==> src/rtl/xpt_pkg.sv <==
package xpt_pkg;
   // Flat bit position of a crosspoint in the enable vector.
   function automatic int unsigned xpt_cell_idx(input int unsigned row,
                                                input int unsigned col,
                                                input int unsigned cols);
      return row * cols + col;
   endfunction
endpackage

==> src/rtl/xpt_in_stage.sv <==
module xpt_in_stage #(
   parameter int ROW_AW = 4,
   parameter int COL_AW = 3
) (
   input  logic              clk,
   input  logic              rst,
   input  logic [ROW_AW-1:0] row_i,
   input  logic [COL_AW-1:0] col_i,
   input  logic              dat_i,
   input  logic              stb_i,
   output logic [ROW_AW-1:0] row_o,
   output logic [COL_AW-1:0] col_o,
   output logic              dat_o,
   output logic              stb_o
);
   always_ff @(posedge clk or posedge rst) begin
      if (rst) begin
         row_o <= '0;
         col_o <= '0;
         dat_o <= 1'b0;
         stb_o <= 1'b0;
      end else begin
         row_o <= row_i;
         col_o <= col_i;
         dat_o <= dat_i;
         stb_o <= stb_i;
      end
   end
endmodule

==> src/rtl/xpt_addr_dec.sv <==
module xpt_addr_dec
   import xpt_pkg::*;
#(
   parameter int ROWS   = 12,
   parameter int COLS   = 8,
   parameter int ROW_AW = 4,
   parameter int COL_AW = 3,
   localparam int NCELL = ROWS * COLS
) (
   input  logic              stb,
   input  logic [ROW_AW-1:0] row,
   input  logic [COL_AW-1:0] col,
   output logic [NCELL-1:0]  hit
);
   // One AND term per crossing; codes past ROWS/COLS match no term.
   for (genvar r = 0; r < ROWS; r++) begin : g_row
      for (genvar c = 0; c < COLS; c++) begin : g_col
         assign hit[xpt_cell_idx(r, c, COLS)] =
            stb & (row == ROW_AW'(r)) & (col == COL_AW'(c));
      end
   end
endmodule

==> src/rtl/xpt_cell_bank.sv <==
module xpt_cell_bank #(
   parameter int NCELL = 96
) (
   input  logic             clk,
   input  logic             rst,
   input  logic [NCELL-1:0] hit,
   input  logic             dat,
   output logic [NCELL-1:0] q
);
   for (genvar i = 0; i < NCELL; i++) begin : g_cell
      always_ff @(posedge clk or posedge rst) begin
         if (rst)         q[i] <= 1'b0;
         else if (hit[i]) q[i] <= dat;
      end
   end
endmodule

==> src/rtl/xpt_ctrl_store.sv <==
module xpt_ctrl_store #(
   parameter int ROWS   = 12,
   parameter int COLS   = 8,
   parameter int ROW_AW = 4,
   parameter int COL_AW = 3,
   parameter bit IN_REG = 1'b0,
   localparam int NCELL = ROWS * COLS
) (
   input  logic              clk,
   input  logic              rst,
   input  logic [ROW_AW-1:0] row_sel,
   input  logic [COL_AW-1:0] col_sel,
   input  logic              wr_dat,
   input  logic              wr_stb,
   output logic [NCELL-1:0]  sw_en
);
   if (ROWS < 1 || ROWS > (1 << ROW_AW)) begin : g_bad_rows
      $error("xpt_ctrl_store: ROWS does not fit ROW_AW");
   end
   if (COLS < 1 || COLS > (1 << COL_AW)) begin : g_bad_cols
      $error("xpt_ctrl_store: COLS does not fit COL_AW");
   end

   logic [ROW_AW-1:0] s_row;
   logic [COL_AW-1:0] s_col;
   logic              s_dat;
   logic              s_stb;
   logic [NCELL-1:0]  hit;

   if (IN_REG) begin : g_in_reg
      xpt_in_stage #(.ROW_AW(ROW_AW), .COL_AW(COL_AW)) u_in (
         .clk(clk), .rst(rst),
         .row_i(row_sel), .col_i(col_sel), .dat_i(wr_dat), .stb_i(wr_stb),
         .row_o(s_row), .col_o(s_col), .dat_o(s_dat), .stb_o(s_stb));
   end else begin : g_in_direct
      assign s_row = row_sel;
      assign s_col = col_sel;
      assign s_dat = wr_dat;
      assign s_stb = wr_stb;
   end

   xpt_addr_dec #(.ROWS(ROWS), .COLS(COLS), .ROW_AW(ROW_AW), .COL_AW(COL_AW)) u_dec (
      .stb(s_stb), .row(s_row), .col(s_col), .hit(hit));

   xpt_cell_bank #(.NCELL(NCELL)) u_bank (
      .clk(clk), .rst(rst), .hit(hit), .dat(s_dat), .q(sw_en));
endmodule

==> config.mk <==
export PLATFORM = sky130hd
export DESIGN_NAME = xpt_ctrl_store
export DESIGN_NICKNAME = d
export VERILOG_FILES = /design/src/rtl/xpt_pkg.sv /design/src/rtl/xpt_in_stage.sv /design/src/rtl/xpt_addr_dec.sv /design/src/rtl/xpt_cell_bank.sv /design/src/rtl/xpt_ctrl_store.sv
export SDC_FILE = /design/constraint.sdc
export NUM_CORES = 1
export LEC_CHECK = 0
export BUFFER_PORTS_ARGS = -buffer_cell sky130_fd_sc_hd__buf_4
export CORE_MARGIN = 10
export CORE_UTILIZATION = 30
export DETAILED_ROUTE_END_ITERATION = 7
export GPL_TIMING_DRIVEN = 0
export PLACE_DENSITY = 0.6
export SKIP_CTS_REPAIR_TIMING = 1
export SYNTH_ARGS = -nofsm -noshare
export SYNTH_HDL_FRONTEND = slang
export SYNTH_HIERARCHICAL = 1
export SYNTH_SLANG_ARGS = --single-unit
==> constraint.sdc <==
create_clock -name clk -period 8.45 [get_ports clk]
set_clock_uncertainty 0.05 [all_clocks]
set_input_delay 0.845 -clock clk [delete_from_list [all_inputs] [get_ports clk]]
set_output_delay 0.845 -clock clk [all_outputs]
set_load 0.05 [all_outputs]
==> impl_metrics.toml, run 1 <==
[synth]
synthArstFlopShare_pct = 100.0
yosys-top-cells-area = "dfrtp_1 52%, mux2_2 14%, mux2_4 13%, nor2_1 5.7%, nand4bb_1 3.4%"
seq_area_frac_synth_pct = 51.79
synth.most_common_cell = "dfrtp_1"
syn-cell-area_mm2 = 0.004638
synth_cells = 360
ys_seq_elements = 96
postSynthAreaPerCell_um2 = 12.88
synth_edf_count = 0
synthTopCellsByCount = "96 x dfrtp_1, 70 x nor2_1, 56 x mux2_2"
syn-num-nets = 371
synth_warnings = 6
yosysUniqueCellTypes = 23
yosysTopAreaCellShare_pct = 51.79
synthFlopType = "dfrtp_1"
synth.largest_area_cell = "dfrtp_1"

[drt]
ant_nets = 0
wl_met3_um = 946
drt_iter0_markers = 122
wl_met2_mm = 6.084
wl_met1_mm = 5.885
vias = 3184
post_drt_wl_per_cell_um = 19.59
vias_per_cell = 4.759
finalWirelength_mm = 13.11
first_pass_iters = 4
highest_layer = "met4"
drc_errors = 0

[power_and_ir_drop]
power_density_mw_per_mm2 = 210.8
pwr-share-comb_pct = 23.9
ir_drop_uv = 103.6
p_seq_share_pct = 41.1
p_int_mw = 0.8640
p_switching_mw = 0.4033
clock_power_share_pct = 35.0
power.leakage_nw = 2.833
swShare_pct = 31.82

[critical_path]
reg2reg_depth = 1
crit_type = "input port to flip-flop"
crit_required_ns = 8.64
regToRegSetupSlack_ns = 7.61
critPathCaptureType = "flip-flop"
cp-start-kind = "input port"
crit_path_end = "u_bank/q[78]"
cp-startpoint = "col_sel[1]"
arrival_ns = 2.47
r2r_end = "u_bank/q[35]"
rr_startpoint = "u_bank/q[35]"
crit_fanout = 10

[grt]
track_usage_pct = 12.92
grt_pass1_vias = 3370
grt_max_degree = 65
grt-ovfl-total = 0
grt_pass1_wl_mm = 20.30
grt_antenna_before_repair = 0

[place]
numPortBuffers = 105
dpl.hpwl_mm = 9.807
finalWeightedCongestion = 0.7315
place_ws_ns = 5.810

[layout]
diodes = 0
drive_gt1_share_pct = 53.85
largest-register = "u_bank/q"
nets = 488
fillCellCount = 1478
largest_reg_flops = 96
syn2layout_area_growth_pct = 29.62
reg.largest.list = "u_bank/q (96)"

[floorplanning]
initial_utilization_pct = 30.51
rows = 45
die_h_um = 144.3
num_io_pins = 107
die-area_mm2 = 0.02083
core_area_mm2 = 0.01520
die_x_um = 144.3

[sta]
timing.final.ws_setup_ns = 6.177
fmax_mhz = 439.9
rsz0062_at_grt = "no"
finalCritPeriodShare_pct = 26.90
final.setup.tns_ns = 0
max-slew-margin-rel_pct = 61.36
fin_crit_ns = 2.273
hold_viol_final = 0
slew_violations = 0
setup_viol = 0
worst_pin_slew_ns = 0.5766

[outcome]
outcome = "completed"

[flow_run]
drv_cap = 0

[clock_network]
path_clk_slew_ns = 0.07
clock_path_buffers = 2
cts_inserted_buffers = 9
cts_root_buf = "clkbuf_16"
htree_levels = 3
cts_tree = "built"
cts_sinks = 96
clock_latency_ns = 0.35

[hold_path]
hp-class = "input port to asynchronous set/reset pin"
-- power groups by stage --
| stage | Clock [mW] | Sequential, mW | Combinational, mW |
|---|---|---|---|
| 6_report | 0.443 | 0.521 | 0.304 |
| 5_1_grt | 0.475 | 0.526 | 0.319 |
| 4_1_cts | 0.457 | 0.522 | 0.308 |
| 3_5_place_dp | 0 | 0.530 | 0.307 |
| 3_3_place_gp | 0 | 0.528 | 0.302 |
| 2_1_floorplan | 0 | 0.658 | 0.0782 |
-- stage by stage --
step | cell area (um2) | utilization [%] | instances | hold slack (ns) | power (mW)
after floorplan | 4638 | - | 360 | 0.8145 | 0.7358
after global placement | 5662 | 37.24 | 653 | 0.4443 | 0.8304
after detailed placement | 5692 | 37.44 | 654 | 0.4467 | 0.8373
after CTS | 6012 | 39.55 | 669 | 0.4588 | 1.287
after global routing | 6012 | 39.55 | 669 | 0.4687 | 1.320
final | 6012 | 39.55 | 669 | 0.4557 | 1.267
-- worst min-delay path by stage --
stage / from / to / slack (ns) / depth (start not counted)
floorplan: u_bank/q[11] / u_bank/q[11] / 0.81 / 1
global placement: u_bank/q[89] / u_bank/q[89] / 0.44 / 1
detailed placement: u_bank/q[89] / u_bank/q[89] / 0.45 / 1
CTS: rst / u_bank/q[36] / 0.46 / 2
global route: u_bank/q[78] / u_bank/q[78] / 0.47 / 1
finish: rst / u_bank/q[8] / 0.46 / 2
-- metal layers --
layer / global-route usage (%) / vias up
met5: 0 / -
met1: 16.28 / 1592
met2: 20.27 / 88
met3: 3.969 / 16
li1: - / 1488
met4: 5.000 / 0
-- worst max-delay path, stage by stage --
cell and delay [ns]:
buf_4 0.11, clkbuf_2 0.22, buf_2 0.24, nand4b_1 0.43, nor2_1 0.27, mux2_2 0.35
-- cell families after synthesis --
kind of cell / count (synthesis) / share of synthesized area (%)
flops: 96 / 51.79
buf+inv: 33 / 4.397
simple gates: 135 / 17.26
mux: 96 / 26.54
-- cells in the final DEF (no fill, tap or decap) --
| cell | count |
|---|---|
| clkbuf_16 | 9 |
| buf_2 | 15 |
| inv_1 | 1 |
| clkbuf_2 | 1 |
| clkbuf_1 | 5 |
| buf_4 | 107 |
| nor2_1 | 70 |
| dfrtp_1 | 96 |
| clkinvlp_4 | 1 |
| buf_6 | 7 |
| mux2_2 | 56 |
| nand2_1 | 2 |
| bufinv_16 | 2 |
| nand2b_1 | 5 |
| inv_4 | 1 |
| mux2_4 | 40 |
| or4b_4 | 5 |
| nand4_1 | 1 |
| buf_1 | 1 |
| buf_16 | 1 |
| or4_4 | 1 |
| clkbuf_8 | 1 |
| nor3_1 | 10 |
| nor4_1 | 6 |
| nor2_2 | 9 |
| nand4bb_1 | 14 |
| nand4b_1 | 9 |
| nor4_2 | 1 |
| clkinv_4 | 1 |
| or4b_1 | 2 |
| clkinv_2 | 1 |
-- cell type report --
cell class | count | area (um2) | share of cell area, %
sequential | 96 | 2402 | 39.96
multi-input combinational | 231 | 2032 | 33.80
timing repair buffer | 106 | 815.8 | 13.57
clock buffer | 10 | 239.0 | 3.975
tap | 188 | 235.2 | 3.913
buffer | 31 | 196.4 | 3.267
clock inverter | 5 | 81.33 | 1.353
inverter | 2 | 10.01 | 0.1665
Note: power is estimated with default switching activity, not from simulation.
==> run 2: changes to the inputs <==
--- a/config.mk
+++ b/config.mk
@@ -5,6 +5,7 @@
 export SDC_FILE = /design/constraint.sdc
 export NUM_CORES = 1
 export LEC_CHECK = 0
+export ABC_AREA = 1
 export BUFFER_PORTS_ARGS = -buffer_cell sky130_fd_sc_hd__buf_4
 export CORE_MARGIN = 10
 export CORE_UTILIZATION = 30
==> constraint.sdc (replaced) <==
create_clock -name clk -period 2.2 [get_ports clk]
set_clock_uncertainty 0.05 [all_clocks]
set_input_delay 0.22 -clock clk [delete_from_list [all_inputs] [get_ports clk]]
set_output_delay 0.22 -clock clk [all_outputs]
set_load 0.05 [all_outputs]
==> run 2 against run 1 <==
  * Flip-flop and latch count unchanged
  * Cell count increased by 41%
  * Sequential share of layout area increased by 0.94 points
  * Routed wire length increased by 3.4%
  * Sequential power increased to 3.8 times the previous value
  * Die area decreased by 2.7%
  * Via count increased by 24%
  * Register-to-register slack got worse by 6.1 ns
  * Highest routed layer unchanged
==> impl_metrics.toml, run 2 <==
[drt]
vias = 3949
finalWirelength_mm = 13.55
vias_per_cell = 4.201
drt_iter0_markers = 234
first_pass_iters = 4
drc_errors = 0
post_drt_wl_per_cell_um = 14.41
ant_nets = 0

[clock_network]
cts_root_buf = "clkbuf_16"
path_clk_slew_ns = 0.07
cts_tree = "built"
htree_levels = 3
cts_sinks = 96
clock_latency_ns = 0.35
clock_path_buffers = 2
cts_inserted_buffers = 9

[sta]
rsz0062_at_grt = "no"
timing.hold.ws_ns = 0.2571
slew_violations = 0
finalCritPeriodShare_pct = 56.14
worst_pin_slew_ns = 0.7868
final.setup.tns_ns = 0
hold_viol_final = 0
setup_viol = 0
max-slew-margin-rel_pct = 47.55
fmax_mhz = 809.6
fin_crit_ns = 1.235

[grt]
grt_pass1_vias = 3692
grt-ovfl-total = 0
grt_antenna_before_repair = 0
grt_max_degree = 40
track_usage_pct = 13.51
grt_pass1_wl_mm = 21.06

[floorplanning]
die_h_um = 142.4
core_area_mm2 = 0.01459
initial_utilization_pct = 30.81
rows = 44
die-area_mm2 = 0.02028
die_x_um = 142.4
num_io_pins = 107

[place]
placedInstanceArea_mm2 = 0.005557
numPortBuffers = 105
finalWeightedCongestion = 0.7640
dpl.hpwl_mm = 9.361

[synth]
synth_edf_count = 0
synthArstFlopShare_pct = 100.0
synth.most_common_cell = "nand2_1"
synth_warnings = 6
yosysUniqueCellTypes = 8
yosys-top-cells-area = "dfrtp_1 53%, nand2_1 24%, inv_1 8.8%, nor2_1 8.5%, nand3_1 2.2%"
synthTopCellsByCount = "289 x nand2_1, 105 x inv_1, 102 x nor2_1"
synthFlopType = "dfrtp_1"
syn-cell-area_mm2 = 0.004494
synth.largest_area_cell = "dfrtp_1"
ys_seq_elements = 96
postSynthAreaPerCell_um2 = 7.111
synth_cells = 632
seq_area_frac_synth_pct = 53.45
syn-num-nets = 643
yosysTopAreaCellShare_pct = 53.45

[critical_path]
crit_required_ns = 1.93
crit_fanout = 2
cp-start-kind = "flip-flop"
crit_type = "flip-flop to output pin"
critPathCaptureType = "output pin"
cpPeakStageDelay_ns = 0.41
path_delay_family = "flip-flops"
cp_cell_sequence = "buf_4"
slowest_stage = "dfrtp_1"
arrival_ns = 0.97
critPathBufInv = 1

[layout]
fin_util_pct = 40.27
largest-register = "u_bank/q"
fillCellCount = 1518
reg.largest.list = "u_bank/q (96)"
drive_gt1_share_pct = 18.78
diodes = 0
most-common-layout-cells = "289 x nand2_1, 105 x buf_4, 104 x inv_1"
layout.cells.most_common = "nand2_1"
nets = 762
largest_reg_flops = 96
fin_area_mm2 = 0.005874
syn2layout_area_growth_pct = 30.71

[flow_run]
drv_cap = 0

[outcome]
outcome = "completed"

[power_and_ir_drop]
ir_drop_uv = 345.4
power.leakage_nw = 3.086
power_density_mw_per_mm2 = 804.2

[hold_path]
hp-class = "input port to flip-flop"
-- run 2: worst paths after layout --
path / startpoint / endpoint / slack, ns / cells after the start
min in group asynchronous: rst / u_bank/q[28] / 0.44 / 3
worst max-delay path: u_bank/q[55] / sw_en[55] / 0.96 / 1
max in group asynchronous: rst / u_bank/q[57] / 1.08 / 4
worst min-delay path: col_sel[2] / u_bank/q[23] / 0.26 / 5
worst max register to register: u_bank/q[3] / u_bank/q[3] / 1.51 / 2
worst min register to register: u_bank/q[77] / u_bank/q[77] / 0.42 / 2
-- run 2: cells by family (layout without fill, tap and decap cells) --
group,after synthesis,count (layout),synth area share (%)
buffers and inverters,125,249,11.66
flip-flops,96,96,53.45
AND/OR/NAND/NOR,411,411,34.88
-- run 2: cell type report --
cell class | count | area (um2) | area share, %
flip-flops and latches | 96 | 2402 | 40.89
multi-input cells | 411 | 1568 | 26.69
repair buffers | 108 | 838.3 | 14.27
inverters | 105 | 397.9 | 6.773
clock buffers | 12 | 256.5 | 4.366
well taps | 184 | 230.2 | 3.919
plain buffers | 20 | 130.1 | 2.215
clock inverters | 4 | 51.30 | 0.8733
-- run 2: per-layer routing --
layer / global-route usage, % / wire (um)
met2: 20.60 / 6207
met1: 17.87 / 6468
met4: 4.473 / 138
met3: 4.039 / 736
met5: 0 / 0
-- run 2: power by group --
group          total [mW]  switching (mW)  internal [mW]
Sequential           2.00          0.0885           1.91
Combinational        1.06           0.783          0.282
Clock                1.66           0.716          0.948
-- run 2: metrics by stage --
stage	worst slack, ns	total power [mW]	cells
floorplan	0.7963	2.728	632
global placement	0.005304	3.097	921
detailed placement	0.6083	3.113	923
CTS	0.9568	4.791	939
global route	0.8626	4.935	940
finish	0.9648	4.724	940
==> run 3: changes to the inputs <==
--- a/config.mk
+++ b/config.mk
@@ -11,7 +11,7 @@
 export CORE_UTILIZATION = 30
 export DETAILED_ROUTE_END_ITERATION = 7
 export GPL_TIMING_DRIVEN = 0
-export PLACE_DENSITY = 0.6
+export PLACE_DENSITY = 0.61
 export SKIP_CTS_REPAIR_TIMING = 1
 export SYNTH_ARGS = -nofsm -noshare
 export SYNTH_HDL_FRONTEND = slang
==> constraint.sdc (replaced) <==
create_clock -name clk -period 1.13 [get_ports clk]
set_clock_uncertainty 0.05 [all_clocks]
set_input_delay 0.113 -clock clk [delete_from_list [all_inputs] [get_ports clk]]
set_output_delay 0.113 -clock clk [all_outputs]
set_load 0.05 [all_outputs]
==> run 3 against run 2 <==
  * Via count rose by 0.46%
  * First-iteration DRC count fell by 11%
  * Critical path depth unchanged
  * Worst hold slack lost 0.099 ns
  * Flip-flop and latch count did not move
  * Non-clock buffer count stayed put
  * Cell area up 2.2%
  * Sequential power up 95%
  * Worst setup slack got worse by 0.93 ns
  * Power increased by 95%
  * Register-to-register slack got worse by 1.1 ns
  * Critical path type unchanged
  * Largest cell class unchanged
==> impl_metrics.toml, run 3 (synthesized netlist as in run 2, its figures left out) <==
[sta]
fmax_mhz = 912.6
worst_pin_slew_ns = 0.4854
fin_crit_ns = 1.096
final.setup.tns_ns = 0
finalCritPeriodShare_pct = 96.97
timing.hold.ws_ns = 0.1577
hold_viol_final = 0
setup_viol = 0
slew_violations = 0
max-slew-margin-rel_pct = 67.57
timing.final.ws_setup_ns = 0.03420
rsz0062_at_grt = "yes"

[drt]
ant_nets = 0
post_drt_wl_per_cell_um = 14.41
first_pass_iters = 5
finalWirelength_mm = 13.55
vias_per_cell = 4.220
drt_iter0_markers = 208
drc_errors = 0
vias = 3967

[place]
finalWeightedCongestion = 0.7511
placedInstanceArea_mm2 = 0.005557
numPortBuffers = 105
place_inst = 923
place_ws_ns = -0.3915
dpl.hpwl_mm = 9.410

[clock_network]
cts_sinks = 96
cts_tree = "built"
path_clk_slew_ns = 0.07
htree_levels = 3
cts_inserted_buffers = 9
cts_root_buf = "clkbuf_16"
clock_path_buffers = 2
clock_latency_ns = 0.34

[layout]
reg.largest.list = "u_bank/q (96)"
largest_reg_flops = 96
fin_cells = 940
syn2layout_area_growth_pct = 33.52
drive_gt1_share_pct = 19.05
fillCellCount = 1518
fin_area_mm2 = 0.006001
layout.cells.most_common = "nand2_1"
regArea_mm2 = 0.002402
nets = 762
multi_input_area_mm2 = 0.001573
most-common-layout-cells = "289 x nand2_1, 104 x inv_1, 102 x nor2_1"
fin_util_pct = 41.13
largest-register = "u_bank/q"
diodes = 0

[critical_path]
critPathCaptureType = "output pin"
path_delay_family = "flip-flops"
rr_startpoint = "u_bank/q[65]"
cp-start-kind = "flip-flop"
slowest_stage = "dfrtp_1"
arrival_ns = 0.93
r2r_end = "u_bank/q[65]"
crit_fanout = 2
cp_cell_sequence = "buf_4"
crit_type = "flip-flop to output pin"
reg2reg_depth = 2
cpPeakStageDelay_ns = 0.39
critPathBufInv = 1
regToRegSetupSlack_ns = 0.43
crit_required_ns = 0.97

[grt]
track_usage_pct = 13.56
grt_pass1_wl_mm = 21.25
grt-ovfl-total = 0
grt_pass1_vias = 3803
grt_max_degree = 41
grt_antenna_before_repair = 0

[floorplanning]
die_x_um = 142.4
core_area_mm2 = 0.01459
rows = 44
die-area_mm2 = 0.02028
die_h_um = 142.4
num_io_pins = 107
initial_utilization_pct = 30.81

[hold_path]
whs_endpoint = "u_bank/q[13]"
hold_depth = 5
min_from = "col_sel[2]"
hp-class = "input port to flip-flop"

[power_and_ir_drop]
power.leakage_nw = 3.114
ir_drop_uv = 637.5
power_density_mw_per_mm2 = 1538
total_power_mw = 9.227

[flow_run]
drv_cap = 0

[outcome]
outcome = "completed"
run 3: changes by cell type in the layout (fill, tap and decap cells not counted):
cell,delta
nand3_2,+1
nand3_1,-1
buf_4,-32
clkbuf_2,+1
buf_6,+32
clkbuf_1,-1
run 3: worst max-delay path by stage:
stage	startpoint	slack (ns)	cells after the start	endpoint
floorplan	rst	-0.17	1	u_bank/q[0]
global placement	rst	-0.93	2	u_bank/q[70]
detailed placement	col_sel[1]	-0.39	6	u_bank/q[95]
CTS	col_sel[1]	-0.02	6	u_bank/q[95]
global route	row_sel[3]	-0.07	8	u_bank/q[82]
finish	u_bank/q[7]	0.03	1	sw_en[7]
run 3: routing by layer:
layer / up-vias / share of wire, % / wire, um / global-route usage (%)
li1: 2055 / - / - / -
met1: 1817 / 47 / 6350 / 17.00
met2: 80 / 45 / 6156 / 21.45
met3: 15 / 6.2 / 846 / 4.372
met4: 0 / 1.4 / 191 / 4.739
met5: - / 0 / 0 / 0
run 3: area by class of cell:
type | count | area share [%]
Buffer | 20 | 2.189
Clock buffer | 12 | 4.274
Clock inverter | 4 | 0.8549
Inverter | 105 | 6.631
Multi-Input combinational cell | 411 | 26.21
Sequential cell | 96 | 40.03
Tap cell | 184 | 3.837
Timing Repair Buffer | 108 | 15.97
run 3: report_power, final:
group | total, mW | leakage (nW) | internal [mW] | switching (mW)
Combinational | 2.14 | 1.66 | 0.607 | 1.53
Clock | 3.19 | 0.149 | 1.84 | 1.34
Sequential | 3.90 | 1.31 | 3.71 | 0.183
